--- src/rtl/lin_mon_pkg.sv ---
package lin_mon_pkg;

    // One registered bit per reported event
    typedef struct packed {
        logic brk;
        logic brk_long;
        logic edge_ovf;
        logic frm_err;
    } lin_evt_t;

endpackage

--- src/rtl/lin_rx_sync.sv ---
module lin_rx_sync #(
    parameter int unsigned STAGES = 2
) (
    input  logic clk,
    input  logic rst_n,
    input  logic rx_i,
    output logic rx_s_o,
    output logic rx_prev_o
);
    // STAGES synchronizer flops plus one history flop for edge detection
    localparam int unsigned LEN = STAGES + 1;

    logic [LEN-1:0] sh_d, sh_q;

    always_comb begin
        sh_d = {sh_q[LEN-2:0], rx_i};
    end

    always_ff @(posedge clk or negedge rst_n) begin
        if (!rst_n) sh_q <= '1;
        else        sh_q <= sh_d;
    end

    assign rx_s_o    = sh_q[STAGES-1];
    assign rx_prev_o = sh_q[STAGES];

endmodule

--- src/rtl/lin_low_timer.sv ---
module lin_low_timer #(
    parameter int unsigned DIV_W = 16,
    parameter int unsigned CNT_W = 8
) (
    input  logic             clk,
    input  logic             rst_n,
    input  logic             en_i,
    input  logic             rx_s_i,
    input  logic [DIV_W-1:0] div_i,
    output logic [CNT_W-1:0] low_bits_o
);
    typedef struct packed {
        logic [DIV_W-1:0] presc;
        logic [CNT_W-1:0] bits;
    } tmr_t;

    tmr_t tmr_d, tmr_q;
    logic [DIV_W:0] presc_nx;

    always_comb begin
        tmr_d    = tmr_q;
        presc_nx = {1'b0, tmr_q.presc} + 1'b1;
        if (!en_i || rx_s_i) begin
            tmr_d = '0;
        end else if (presc_nx >= {1'b0, div_i}) begin
            tmr_d.presc = '0;
            if (tmr_q.bits != '1) tmr_d.bits = tmr_q.bits + 1'b1;
        end else begin
            tmr_d.presc = presc_nx[DIV_W-1:0];
        end
    end

    always_ff @(posedge clk or negedge rst_n) begin
        if (!rst_n) tmr_q <= '0;
        else        tmr_q <= tmr_d;
    end

    assign low_bits_o = tmr_q.bits;

    AST_BITS_SATURATE: assert property (@(posedge clk) disable iff (!rst_n)
        (tmr_q.bits == '1) |=> (tmr_q.bits == '1 || tmr_q.bits == '0));
    AST_BITS_CLEAR_HIGH: assert property (@(posedge clk) disable iff (!rst_n)
        (rx_s_i || !en_i) |=> (tmr_q.bits == '0));

endmodule

--- src/rtl/lin_edge_counter.sv ---
module lin_edge_counter #(
    parameter int unsigned LIMIT = 57
) (
    input  logic clk,
    input  logic rst_n,
    input  logic en_i,
    input  logic fall_i,
    input  logic clr_i,
    output logic ovf_o
);
    localparam int unsigned CW = $clog2(LIMIT + 1);
    localparam logic [CW-1:0] LIM = CW'(LIMIT);

    typedef struct packed {
        logic [CW-1:0] cnt;
        logic          ovf;
    } ec_t;

    ec_t ec_d, ec_q;

    always_comb begin
        ec_d     = ec_q;
        ec_d.ovf = 1'b0;
        if (!en_i) begin
            ec_d = '0;
        end else if (clr_i) begin
            ec_d.cnt = '0;
        end else if (fall_i && ec_q.cnt < LIM) begin
            ec_d.cnt = ec_q.cnt + 1'b1;
            ec_d.ovf = (ec_q.cnt == LIM - 1'b1);
        end
    end

    always_ff @(posedge clk or negedge rst_n) begin
        if (!rst_n) ec_q <= '0;
        else        ec_q <= ec_d;
    end

    assign ovf_o = ec_q.ovf;

    AST_EDGE_SAT: assert property (@(posedge clk) disable iff (!rst_n)
        ec_q.cnt <= LIM);
    AST_OVF_AT_LIMIT: assert property (@(posedge clk) disable iff (!rst_n)
        ec_q.ovf |-> (ec_q.cnt == LIM));
    AST_CLR_ZERO: assert property (@(posedge clk) disable iff (!rst_n)
        (en_i && clr_i) |=> (ec_q.cnt == '0));

endmodule

--- src/rtl/lin_brk_mon.sv ---
module lin_brk_mon
    import lin_mon_pkg::*;
#(
    parameter int unsigned DIV_W      = 16,
    parameter int unsigned BITCNT_W   = 8,
    parameter int unsigned BREAK_BITS = 11,
    parameter int unsigned EDGE_LIMIT = 57,
    parameter int unsigned SYNC_STAGES = 2
) (
    input  logic                clk,
    input  logic                rst_n,
    input  logic                en_i,
    input  logic                rx_i,
    input  logic [DIV_W-1:0]    bit_div_i,
    input  logic [BITCNT_W-1:0] brk_max_i,
    input  logic                stop_smp_i,
    output logic                brk_o,
    output logic                brk_long_o,
    output logic                edge_ovf_o,
    output logic                frm_err_o
);
    localparam logic [BITCNT_W-1:0] BRK_THR = BITCNT_W'(BREAK_BITS);

    typedef struct packed {
        logic     en_prev;
        logic     first;
        lin_evt_t evt;
    } mon_t;

    mon_t mon_d, mon_q;

    logic rx_s, rx_prev;
    logic [BITCNT_W-1:0] low_bits;
    logic rise, fall, brk_hit, ovf;

    lin_rx_sync #(.STAGES(SYNC_STAGES)) u_sync (
        .clk       (clk),
        .rst_n     (rst_n),
        .rx_i      (rx_i),
        .rx_s_o    (rx_s),
        .rx_prev_o (rx_prev)
    );

    lin_low_timer #(.DIV_W(DIV_W), .CNT_W(BITCNT_W)) u_timer (
        .clk        (clk),
        .rst_n      (rst_n),
        .en_i       (en_i),
        .rx_s_i     (rx_s),
        .div_i      (bit_div_i),
        .low_bits_o (low_bits)
    );

    assign rise    = rx_s & ~rx_prev;
    assign fall    = ~rx_s & rx_prev;
    assign brk_hit = en_i & rise & (low_bits >= BRK_THR);

    lin_edge_counter #(.LIMIT(EDGE_LIMIT)) u_edges (
        .clk    (clk),
        .rst_n  (rst_n),
        .en_i   (en_i),
        .fall_i (fall),
        .clr_i  (brk_hit),
        .ovf_o  (ovf)
    );

    always_comb begin
        mon_d         = mon_q;
        mon_d.en_prev = en_i;
        mon_d.evt     = '0;
        if (!en_i) begin
            mon_d.first = 1'b0;
        end else if (brk_hit) begin
            mon_d.first = 1'b0;
        end else if (!mon_q.en_prev) begin
            mon_d.first = 1'b1;
        end
        mon_d.evt.brk      = brk_hit;
        mon_d.evt.brk_long = brk_hit & mon_q.first & (low_bits >= brk_max_i);
        mon_d.evt.frm_err  = en_i & stop_smp_i & ~rx_s;
        mon_d.evt.edge_ovf = 1'b0;
    end

    always_ff @(posedge clk or negedge rst_n) begin
        if (!rst_n) mon_q <= '0;
        else        mon_q <= mon_d;
    end

    assign brk_o      = mon_q.evt.brk;
    assign brk_long_o = mon_q.evt.brk_long;
    assign frm_err_o  = mon_q.evt.frm_err;
    assign edge_ovf_o = ovf;

    AST_BRK_LOW_LONG_ENOUGH: assert property (@(posedge clk) disable iff (!rst_n)
        brk_o |-> ($past(low_bits) >= BRK_THR));
    AST_BRK_SINGLE: assert property (@(posedge clk) disable iff (!rst_n)
        brk_o |=> !brk_o);
    AST_LONG_NEEDS_BRK: assert property (@(posedge clk) disable iff (!rst_n)
        brk_long_o |-> brk_o);
    AST_FIRST_CONSUMED: assert property (@(posedge clk) disable iff (!rst_n)
        brk_o |-> !mon_q.first);
    AST_FRM_FROM_STROBE: assert property (@(posedge clk) disable iff (!rst_n)
        frm_err_o |-> $past(stop_smp_i && !rx_s));
    AST_IDLE_SILENT: assert property (@(posedge clk) disable iff (!rst_n)
        !en_i |=> !(brk_o || brk_long_o || edge_ovf_o || frm_err_o));

endmodule

--- config.mk ---
export PLATFORM = sky130hd
export DESIGN_NAME = lin_brk_mon
export DESIGN_NICKNAME = d
export VERILOG_FILES = /design/src/rtl/lin_mon_pkg.sv /design/src/rtl/lin_rx_sync.sv /design/src/rtl/lin_low_timer.sv /design/src/rtl/lin_edge_counter.sv /design/src/rtl/lin_brk_mon.sv
export SDC_FILE = /design/constraint.sdc
export NUM_CORES = 1
export LEC_CHECK = 0
export ABC_AREA = 1
export BUFFER_PORTS_ARGS = -buffer_cell sky130_fd_sc_hd__buf_2
export CAP_MARGIN = 20
export CORE_MARGIN = 4
export CORE_UTILIZATION = 26
export CTS_CLUSTER_DIAMETER = 200
export DETAILED_ROUTE_END_ITERATION = 16
export PLACE_DENSITY_LB_ADDON = 0.2
export RECOVER_POWER = 50
export SLEW_MARGIN = 20
export SYNTH_ARGS = -nofsm -noshare
export SYNTH_HDL_FRONTEND = slang
export SYNTH_SLANG_ARGS = --single-unit
--- constraint.sdc ---
create_clock -name clk -period 5.3 [get_ports clk]
set_input_delay 0.53 -clock clk [delete_from_list [all_inputs] [get_ports clk]]
set_output_delay 0.53 -clock clk [all_outputs]
set_load 0.05 [all_outputs]
Yosys cells after proc, flatten, opt, wreduce, memory -nomap -nowiden
Cells that the tools add are included.
{ "word_totals": {"regBits": 39, "in_bits": 29, "output_inout_bits": 4} }
{ "op_classes": {"add_sub_neg": 3, "magnitude_cmp": 4, "n_eq_ne": 4, "muxes": 11, "bitwise_logic": 10, "reduce_logical": 6} }
{ "op_table": {"columns": ["operator", "count"], "rows": [
  ["24-bit 2-to-1 mux", 1],
  ["16-bit by 1-bit adder with 17-bit output (second input constant)", 1],
  ["17-bit by 16-bit >= comparator with 1-bit output", 1],
  ["16-bit 2-to-1 mux", 1],
  ["8-bit 2-to-1 mux", 2],
  ["7-bit 2-to-1 mux", 2],
  ["8-bit by 1-bit adder with 8-bit output (second input constant)", 1],
  ["1-bit AND", 8],
  ["8-bit by 4-bit >= comparator with 1-bit output (second input constant)", 1],
  ["8-bit >= comparator", 1],
  ["8-bit inequality test (second input constant)", 1],
  ["6-bit by 1-bit adder with 6-bit output (second input constant)", 1],
  ["6-bit equality test (second input constant)", 1],
  ["6-bit less-than comparator (second input constant)", 1],
  ["6-bit 2-to-1 mux", 1],
  ["1-bit 2-to-1 mux", 4],
  ["2-bit nonzero test", 2],
  ["3-bit by 1-bit inequality test with 1-bit output (second input constant)", 1],
  ["3-bit by 2-bit inequality test with 1-bit output (second input constant)", 1],
  ["1-bit NOT", 2],
  ["2-bit AND reduction", 1],
  ["1-bit logical AND", 1],
  ["1-bit zero test", 1],
  ["1-bit logical OR", 1]
]} }

Logic depth before layout (Yosys ltp)
Gate-level depths: netlist (run 1).
{ "depth": {"word_depth": 6, "mapped_depth": 23, "depth_no_buf": 23} }

Hierarchy
Synthesis (run 1) repeated with hierarchy kept, for this count alone.
{ "unflattened": {"cells_unflattened": 373, "area_unflattened_um2": 2800.2} }
{ "by_module_without_submodules": {"columns": ["mod", "n_inst", "cells_per_inst", "area_each_um2"], "rows": [
  ["lin_low_timer", 1, 242, 1799.2],
  ["lin_edge_counter", 1, 66, 490.5],
  ["lin_brk_mon", 1, 62, 431.7],
  ["lin_rx_sync", 1, 3, 78.8]
]} }

Worst setup path after synthesis (run 1)
OpenSTA, ideal clock, no wires.
{ "synth_timing": {"path_kind": "reg-to-reg", "from": "register u_timer.tmr_q[8] in the netlist's numbering", "to": "register u_timer.tmr_q (netlist bit u_timer.low_bits_o[4])", "setup_ns": 0.118, "arrival_time_ns": 2.429, "t_required_ns": 5.182, "path_slack_ns": 2.753, "stages_incl_launch_ff": 23, "path_buffers": 1, "synth_period_minus_slack_ns": 2.547, "path_cell_list": "dfrtp_1 -> ha_1 -> nand3_2 -> nor2_4 -> nand3_2 -> nor2_4 -> nand3_2 -> xor2_1 -> inv_1 -> ha_1 -> nand2_1 -> inv_1 -> nand2_1 -> nor2_1 -> a21oi_1 -> nand2_1 -> nand2_1 -> nand2_1 -> nand2_1 -> nand2_4 -> buf_8 -> nand3_1 -> nand2_1"} }
{ "synth_between": {"elab_chain_len": 4} }
{ "synth_lines": {"columns": ["item", "line_no", "rtl"], "rows": [
  ["start, declared", "lin_low_timer.sv:17", "tmr_t tmr_d, tmr_q;"],
  ["start signal, assigned", "lin_low_timer.sv:35", "else tmr_q <= tmr_d;"],
  ["16-bit by 1-bit adder with 17-bit output", "lin_low_timer.sv:22", "presc_nx = {1'b0, tmr_q.presc} + 1'b1;"],
  ["17-bit by 16-bit >= comparator with 1-bit output", "lin_low_timer.sv:25", "end else if (presc_nx >= {1'b0, div_i}) begin"],
  ["2-bit nonzero test (no line)", null, null],
  ["2-bit AND reduction (no line)", null, null]
]} }
Every way passes these cells.
A chain may end at the register's enable or synchronous reset.

Worst setup path after layout (run 1)
{ "layout_timing": {"from": "register u_timer.tmr_q[8] in the netlist's numbering", "to": "register u_timer.tmr_q (netlist bit u_timer.low_bits_o[6])"} }
Same word-level chain as after synthesis.

==> results of run 1 <==
-- critical path: cells and delay by family (launching register included) --
kind                     cells  cell delay, ns
buffers and inverters        2            0.14
AND/OR/NAND/NOR             16            1.59
XOR/XNOR                     1            0.24
adder cells (fa/ha/maj)      2            0.51
flip-flops                   1            0.41
AO/OA/AOI/OAI                1            0.08
-- metrics by stage --
step	instances	util	worst slack, ns
CTS	529	0.309	2.18
finish	529	0.309	2.22
global placement	521	0.300	2.25
detailed placement	521	0.300	2.19
global route	529	0.309	1.87
floorplan	358	-	2.75
-- routing by layer --
layer | routed length (µm) | up-vias | GRT usage
met5 | 0 | - | 0
met4 | 12 | 0 | 0.0189
met3 | 250 | 2 | 0.0231
met2 | 2200 | 35 | 0.145
met1 | 2700 | 920 | 0.130
li1 | - | 1177 | -
-- cells by family (layout without fill, tap and decap cells) --
logic type / Yosys count / in the layout / share of synthesized area
compound gates: 30 / 30 / 0.0654
xor+xnor: 8 / 8 / 0.0264
fa+ha+maj: 29 / 29 / 0.136
buf+inv: 88 / 126 / 0.130
flops: 39 / 39 / 0.368
simple gates: 164 / 164 / 0.273
-- cells in the final DEF, fill, tap and decap left out, types with 2 or more instances in the layout --
master and instances:
dfstp_2 2, dfrtp_1 36, o21a_1 4, xor2_1 5
nor2_4 2, a21o_1 2, nand3_1 19, nor3b_1 2
o21ai_0 5, nand2_1 77, a21oi_1 16, nor3_1 9
xnor2_1 3, clkbuf_1 3, inv_1 86, ha_1 29
clkbuf_8 5, nand4_1 3, buf_2 30, nor2_1 40
nor4_1 3, nand3_2 3
-- power by group --
group | internal, W | leakage (nW) | switching [W]
clock network | 0.0000921 | 0.0412 | 0.000105
registers | 0.000303 | 0.527 | 0.00000387
logic | 0.0000206 | 1.17 | 0.0000348
total | 0.000416 | 1.73 | 0.000143
-- Yosys cell counts --
library cell and number:
buf_8 1, xor2_1 5, nand2_1 77, dfrtp_1 36, nor2_2 1, and3_1 1, nor4_1 3, ha_1 29
nor2_4 2, a31oi_1 1, nand3_1 19, nand4_1 3, nor3b_1 2, nor2_1 40, or2_0 1, a21o_1 2
a21oi_1 16, xnor2_1 3, nand2_4 1, nand2_2 1, inv_1 86, a22o_1 1, o21a_1 4, o21ai_0 5
nand3_2 3, o2111ai_1 1, dfstp_2 3, nor3_1 9, buf_4 1, or2_2 1
-- registers in the layout, indices dropped and copies added (netlist names), 2 cells and up --
register / count
u_timer.tmr_q: 16
u_timer.low_bits_o: 8
u_edges.ec_q: 6
u_sync.sh_q: 3
mon_q: 2
-- worst min path at each step --
stage                                  start                  endpoint  slack, ns  depth (start not counted)
global route                            rx_i  u_sync.sh_q[0]$_DFF_PN1_       0.33                          1
global placement    u_sync.sh_q[0]$_DFF_PN1_  u_sync.sh_q[1]$_DFF_PN1_       0.35                          0
CTS                                     rx_i  u_sync.sh_q[0]$_DFF_PN1_       0.33                          1
detailed placement  u_sync.sh_q[0]$_DFF_PN1_  u_sync.sh_q[1]$_DFF_PN1_       0.35                          0
finish                                  rx_i  u_sync.sh_q[0]$_DFF_PN1_       0.34                          1
floorplan                              rst_n      brk_long_o$_DFF_PN0_       0.23                          0
-- layout make-up --
cell class / instances / share of cell area
Clock buffer: 6 / 0.0238
Inverter: 86 / 0.106
Tap cell: 133 / 0.0546
Clock inverter: 2 / 0.00411
Multi-Input combinational cell: 231 / 0.438
Sequential cell: 39 / 0.322
Timing Repair Buffer: 32 / 0.0518
==> impl_metrics.toml, run 1 <==
[timing]
fin_setup_tns_ns = 0
relSlewSlack = -0.429
hold_viol_final = 0
grt_setup_unrepaired = "false"
slew_viol_final = 40
fmax_mhz = 325
whs_ns = 0.339
worstMarginPinSlew_ns = 2.14
fin_crit_sh = 0.581
setup_viol = 0
fin_skew_ns = 0.00943
layout_min_cycle_time_ns = 3.08

[layout]
nets = 453
num-fill-cells = 1083
seq_area_um2 = 980
drive_gt1_frac = 0.121
diodes = 0
multi_input_area_um2 = 1330
design_area_um2 = 3050
syn2layout_area_growth_pct = 14.5

[place]
placed_cell_area_um2 = 2960
routabilityCongestion = 0.765
io_buffers = 32
dp_hpwl_um = 4070

[critical_path]
required_ns = 5.48
cpPeakStageDelay_ns = 0.41
startpoint = "u_timer.tmr_q[8]$_DFF_PN0_"
reg2reg_to = "u_timer.low_bits_o[6]$_DFFE_PN0P_"
critPathMostFrequentCell = "nand2_1"
critPathArrivalTime_ns = 3.26
crit_path_end = "u_timer.low_bits_o[6]$_DFFE_PN0P_"
end_kind = "flip-flop"
critPathKind = "reg -> reg"
path_cells = "ha_1 -> nand3_2 -> nor2_4 -> nand3_2 -> nor2_4 -> nand3_2 -> xor2_1 -> inv_1 -> ha_1 -> nand2_1 -> inv_1 -> nand2_1 -> nor2_1 -> a21oi_1 -> nand2_1 -> nand2_1 -> nand2_1 -> nand2_1 -> nand2_4 -> nand2_2 -> nand2_1 -> nand2_1"
startpoint_type = "flip-flop"
regToRegSetupSlack_ns = 2.22
crit-reg2reg-launch = "u_timer.tmr_q[8]$_DFF_PN0_"
cp_max_fo = 25
crit_slowest_cell = "dfrtp_1"
r2r_cells = 22

[global_route]
track_usage = 0.0929
grt_pass1_wl_um = 9020
grt_max_degree = 40
grt_overflow = 0
grt_pass1_vias = 2105
antenna_found_initial = 0

[floorplanning]
core_area_um2 = 9860
row_count = 36
die_h_um = 109
initial_core_util = 0.270
ioPinCount = 33
design.die.area_um2 = 11900
fp.dieW_um = 109

[clocking]
holdBufCountCts = 0
path_clk_slew_ns = 0.08
numCtsBuffers = 5
clockBufferDepth = 2
post-cts-setup-buffers = 0
ctsHtreeMaxLevel = 2
cts.sinks = 39
cts_resized = 0
clock_latency_ns = 0.29
cts_root_buf = "clkbuf_8"
cts_tree = "done"

[outcome]
status = "complete, but fails checks"
violations = "max-capacitance violations, max-slew violations"

[power_and_ir_drop]
total_power_w = 0.000559
leakagePower_nw = 1.73
cellPowerDensity_nw_per_um2 = 184
irDropWorstVdd_mv = 0.131

[synthesis]
yosysWarnings = 0
syn-instance-count = 358
yosysSeqAreaShare = 0.368
synth_seq_cells = 39
synth_top_area_frac = 0.339
syn-num-nets = 416
synth_largest_area_cell = "dfrtp_1"
yosys-top-cells-area = "dfrtp_1 34%, ha_1 14%, inv_1 12%"
avgSynthCellArea_um2 = 7.43
netlist-cell-type-count = 30
syn-cell-area_um2 = 2660

[routing]
dr.pass1.iters = 4
via_count = 2134
antenna_left = 0
drc = 0
wl_per_cell_um = 9.74
via_per_inst = 4.03
drtIter0Drc = 64
drt_wl_total_um = 5160

[hold_path]
hold_class = "in -> reg"

[flow_run]
drv_cap = 1
No activity file was read; power rests on OpenSTA's default activity.
==> inputs of run 2 (changes only) <==
--- a/config.mk
+++ b/config.mk
@@ -5,7 +5,7 @@
 export SDC_FILE = /design/constraint.sdc
 export NUM_CORES = 1
 export LEC_CHECK = 0
-export ABC_AREA = 1
+export ABC_AREA = 0
 export BUFFER_PORTS_ARGS = -buffer_cell sky130_fd_sc_hd__buf_2
 export CAP_MARGIN = 20
 export CORE_MARGIN = 4
==> constraint.sdc (replaced) <==
create_clock -name clk -period 2.6 [get_ports clk]
set_input_delay 0.26 -clock clk [delete_from_list [all_inputs] [get_ports clk]]
set_output_delay 0.26 -clock clk [all_outputs]
set_load 0.05 [all_outputs]
==> impl_metrics.toml, run 2 <==
[clocking]
cts_tree = "done"
cts.sinks = 39
clockBufferDepth = 2
cts_root_buf = "clkbuf_8"
holdBufCountCts = 0
path_clk_slew_ns = 0.08
clock_latency_ns = 0.30
ctsHtreeMaxLevel = 2
numCtsBuffers = 5

[critical_path]
critical-path-top-delay-family = "simple AND/OR/NAND/NOR gates"
crit_buf_inv = 0
path_cells = "ha_4 -> nand3_4 -> nor4_4 -> nand3_2 -> xnor2_2 -> ha_1 -> and4_1 -> nand4_1 -> o31a_1 -> nand4_2 -> nand2_2 -> a22o_1"
cpPeakStageDelay_ns = 0.41
required_ns = 2.79
startpoint = "u_timer.tmr_q[8]$_DFF_PN0_"
critPathKind = "reg -> reg"
crit-reg2reg-launch = "u_timer.tmr_q[8]$_DFF_PN0_"
cp_max_fo = 4
crit_slowest_cell = "dfrtp_1"
critPathArrivalTime_ns = 2.91
startpoint_type = "flip-flop"
end_kind = "flip-flop"

[routing]
via_per_inst = 4.33
dr.pass1.iters = 4
antenna_left = 0
via_count = 1993
drt_wl_total_um = 5570
routed.top_layer = "met4"
wl_met2_um = 2670
wl_per_cell_um = 12.1
met3_length_um = 130
drtIter0Drc = 74
drc = 0
drt-met1-wl_um = 2680

[timing]
layout_min_cycle_time_ns = 2.71
relSlewSlack = -0.424
fin_setup_tns_ns = -1.81
fin_skew_ns = 0.00770
grt_setup_unrepaired = "true"
fin_crit_sh = 1.04
fmax_mhz = 369
setup_viol = 24
slew_viol_final = 40
worst_slack_ns = -0.113
hold_viol_final = 0
worstMarginPinSlew_ns = 2.14

[floorplanning]
row_count = 35
die_h_um = 105
ioPinCount = 33
design.die.area_um2 = 11100
core_area_um2 = 9240
initial_core_util = 0.267
fp.dieW_um = 105

[global_route]
track_usage = 0.106
grt_pass1_wl_um = 9520
grt_pass1_vias = 2003
grt_max_degree = 40
antenna_found_initial = 0
grt_overflow = 0

[layout]
seq_area_um2 = 980
design_area_um2 = 3310
multi_input_area_um2 = 1510
drive_gt1_frac = 0.317
largest_reg_flops = 16
final_util = 0.358
num-fill-cells = 956
syn2layout_area_growth_pct = 34.2
nets = 388
diodes = 0
largest_register = "u_timer.tmr_q"
mostFrequentLayoutCell = "dfrtp_1"
layout_common_cells = "36 x dfrtp_1, 35 x buf_4, 30 x inv_1, 30 x buf_2, 27 x ha_1"

[synthesis]
synth_top_area_frac = 0.365
yosys-top-cells-area = "dfrtp_1 37%, ha_1 15%, inv_1 4.6%"
synth_seq_cells = 39
yosysWarnings = 0
synth-edff-count = 0
synthFlopType = "dfrtp_1"
syn-instance-count = 257
synthTopCellsByCount = "36 x dfrtp_1, 30 x inv_1, 29 x ha_1, 18 x nor2_1, 16 x nor2b_1"
syn-cell-area_um2 = 2470
avgSynthCellArea_um2 = 9.60
netlist-cell-type-count = 46
yosysSeqAreaShare = 0.397
synth_most_common_cell = "dfrtp_1"
syn-num-nets = 315
synth_largest_area_cell = "dfrtp_1"
synthArstFlopShare = 1.00

[flow_run]
drv_cap = 1

[place]
placed_cell_area_um2 = 2960
routabilityCongestion = 0.766
dp_hpwl_um = 4040
dp_slack_ns = -0.261
io_buffers = 32

[hold_path]
hold_class = "in -> reg"
min_from = "rx_i"

[outcome]
violations = "max-capacitance violations, max-slew violations, negative setup slack"
status = "complete, but fails checks"

[power_and_ir_drop]
leakagePower_nw = 1.67
cellPowerDensity_nw_per_um2 = 373
irDropWorstVdd_mv = 0.170
## run 2: path summary, 6_finish.rpt
check                                               endpoint  slack, ns  cells after the start
max                        u_timer.low_bits_o[0]$_DFFE_PN0P_      -0.11                     12
min                                 u_sync.sh_q[0]$_DFF_PN1_       0.06                      1
max reg2reg                u_timer.low_bits_o[0]$_DFFE_PN0P_      -0.11                     12
min reg2reg                         u_sync.sh_q[1]$_DFF_PN1_       0.36                      0
max in group asynchronous        u_timer.tmr_q[17]$_DFF_PN0_       0.80                      1
min in group asynchronous               brk_long_o$_DFF_PN0_       0.58                      1
## run 2: power by group
| part | switching [W] | internal, W |
|---|---|---|
| Combinational | 0.0000728 | 0.0000645 |
| Clock | 0.000228 | 0.000242 |
| Sequential | 0.0000100 | 0.000618 |
| Total | 0.000311 | 0.000924 |
## run 2: kinds of logic (layout without fill, tap and decap cells)
group,count (synthesis),count (layout),synth area share
fa+ha+maj,29,29,0.147
buf+inv,34,107,0.0578
simple gates,94,95,0.221
compound gates,42,42,0.109
mux,1,1,0.00406
flops,39,39,0.397
xor+xnor,18,18,0.0639
## run 2: stage by stage
stage | hold WS (ns) | total power [W] | instances
after floorplan | -0.0356 | 0.000707 | 257
after global placement | 0.350 | 0.000768 | 440
after detailed placement | 0.348 | 0.000769 | 440
after CTS | 0.0521 | 0.00125 | 453
after global routing | 0.0485 | 0.00131 | 460
final | 0.0616 | 0.00124 | 460
## run 2: what timing repair did
item                                    CTS  global route
buffers inserted                          4             7
cloned                                    1             0
pin swaps                                 9            16
resized for setup                        10            14
endpoints found under the setup margin   24            24
## run 2: worst register-to-register path: stages (launching register included)
cell and delay (ns):
dfrtp_1 0.41, ha_4 0.17, nand3_4 0.09, nor4_4 0.22, nand3_2 0.14, xnor2_2 0.16, ha_1 0.32, and4_1 0.17
nand4_1 0.10, o31a_1 0.38, nand4_2 0.16, nand2_2 0.07, a22o_1 0.22
## run 2: per-layer routing
layer | vias up | track usage
met4 | 0 | 0.0394
met2 | 21 | 0.169
met5 | - | 0
met1 | 938 | 0.143
met3 | 6 | 0.0178
li1 | 1028 | -
## run 2: cell type report
class | count | share of cell area
clock inverters | 1 | 0.00227
clock buffers | 7 | 0.0291
multi-input cells | 185 | 0.456
well taps | 129 | 0.0488
flip-flops and latches | 39 | 0.296
inverters | 30 | 0.0340
repair buffers | 69 | 0.134
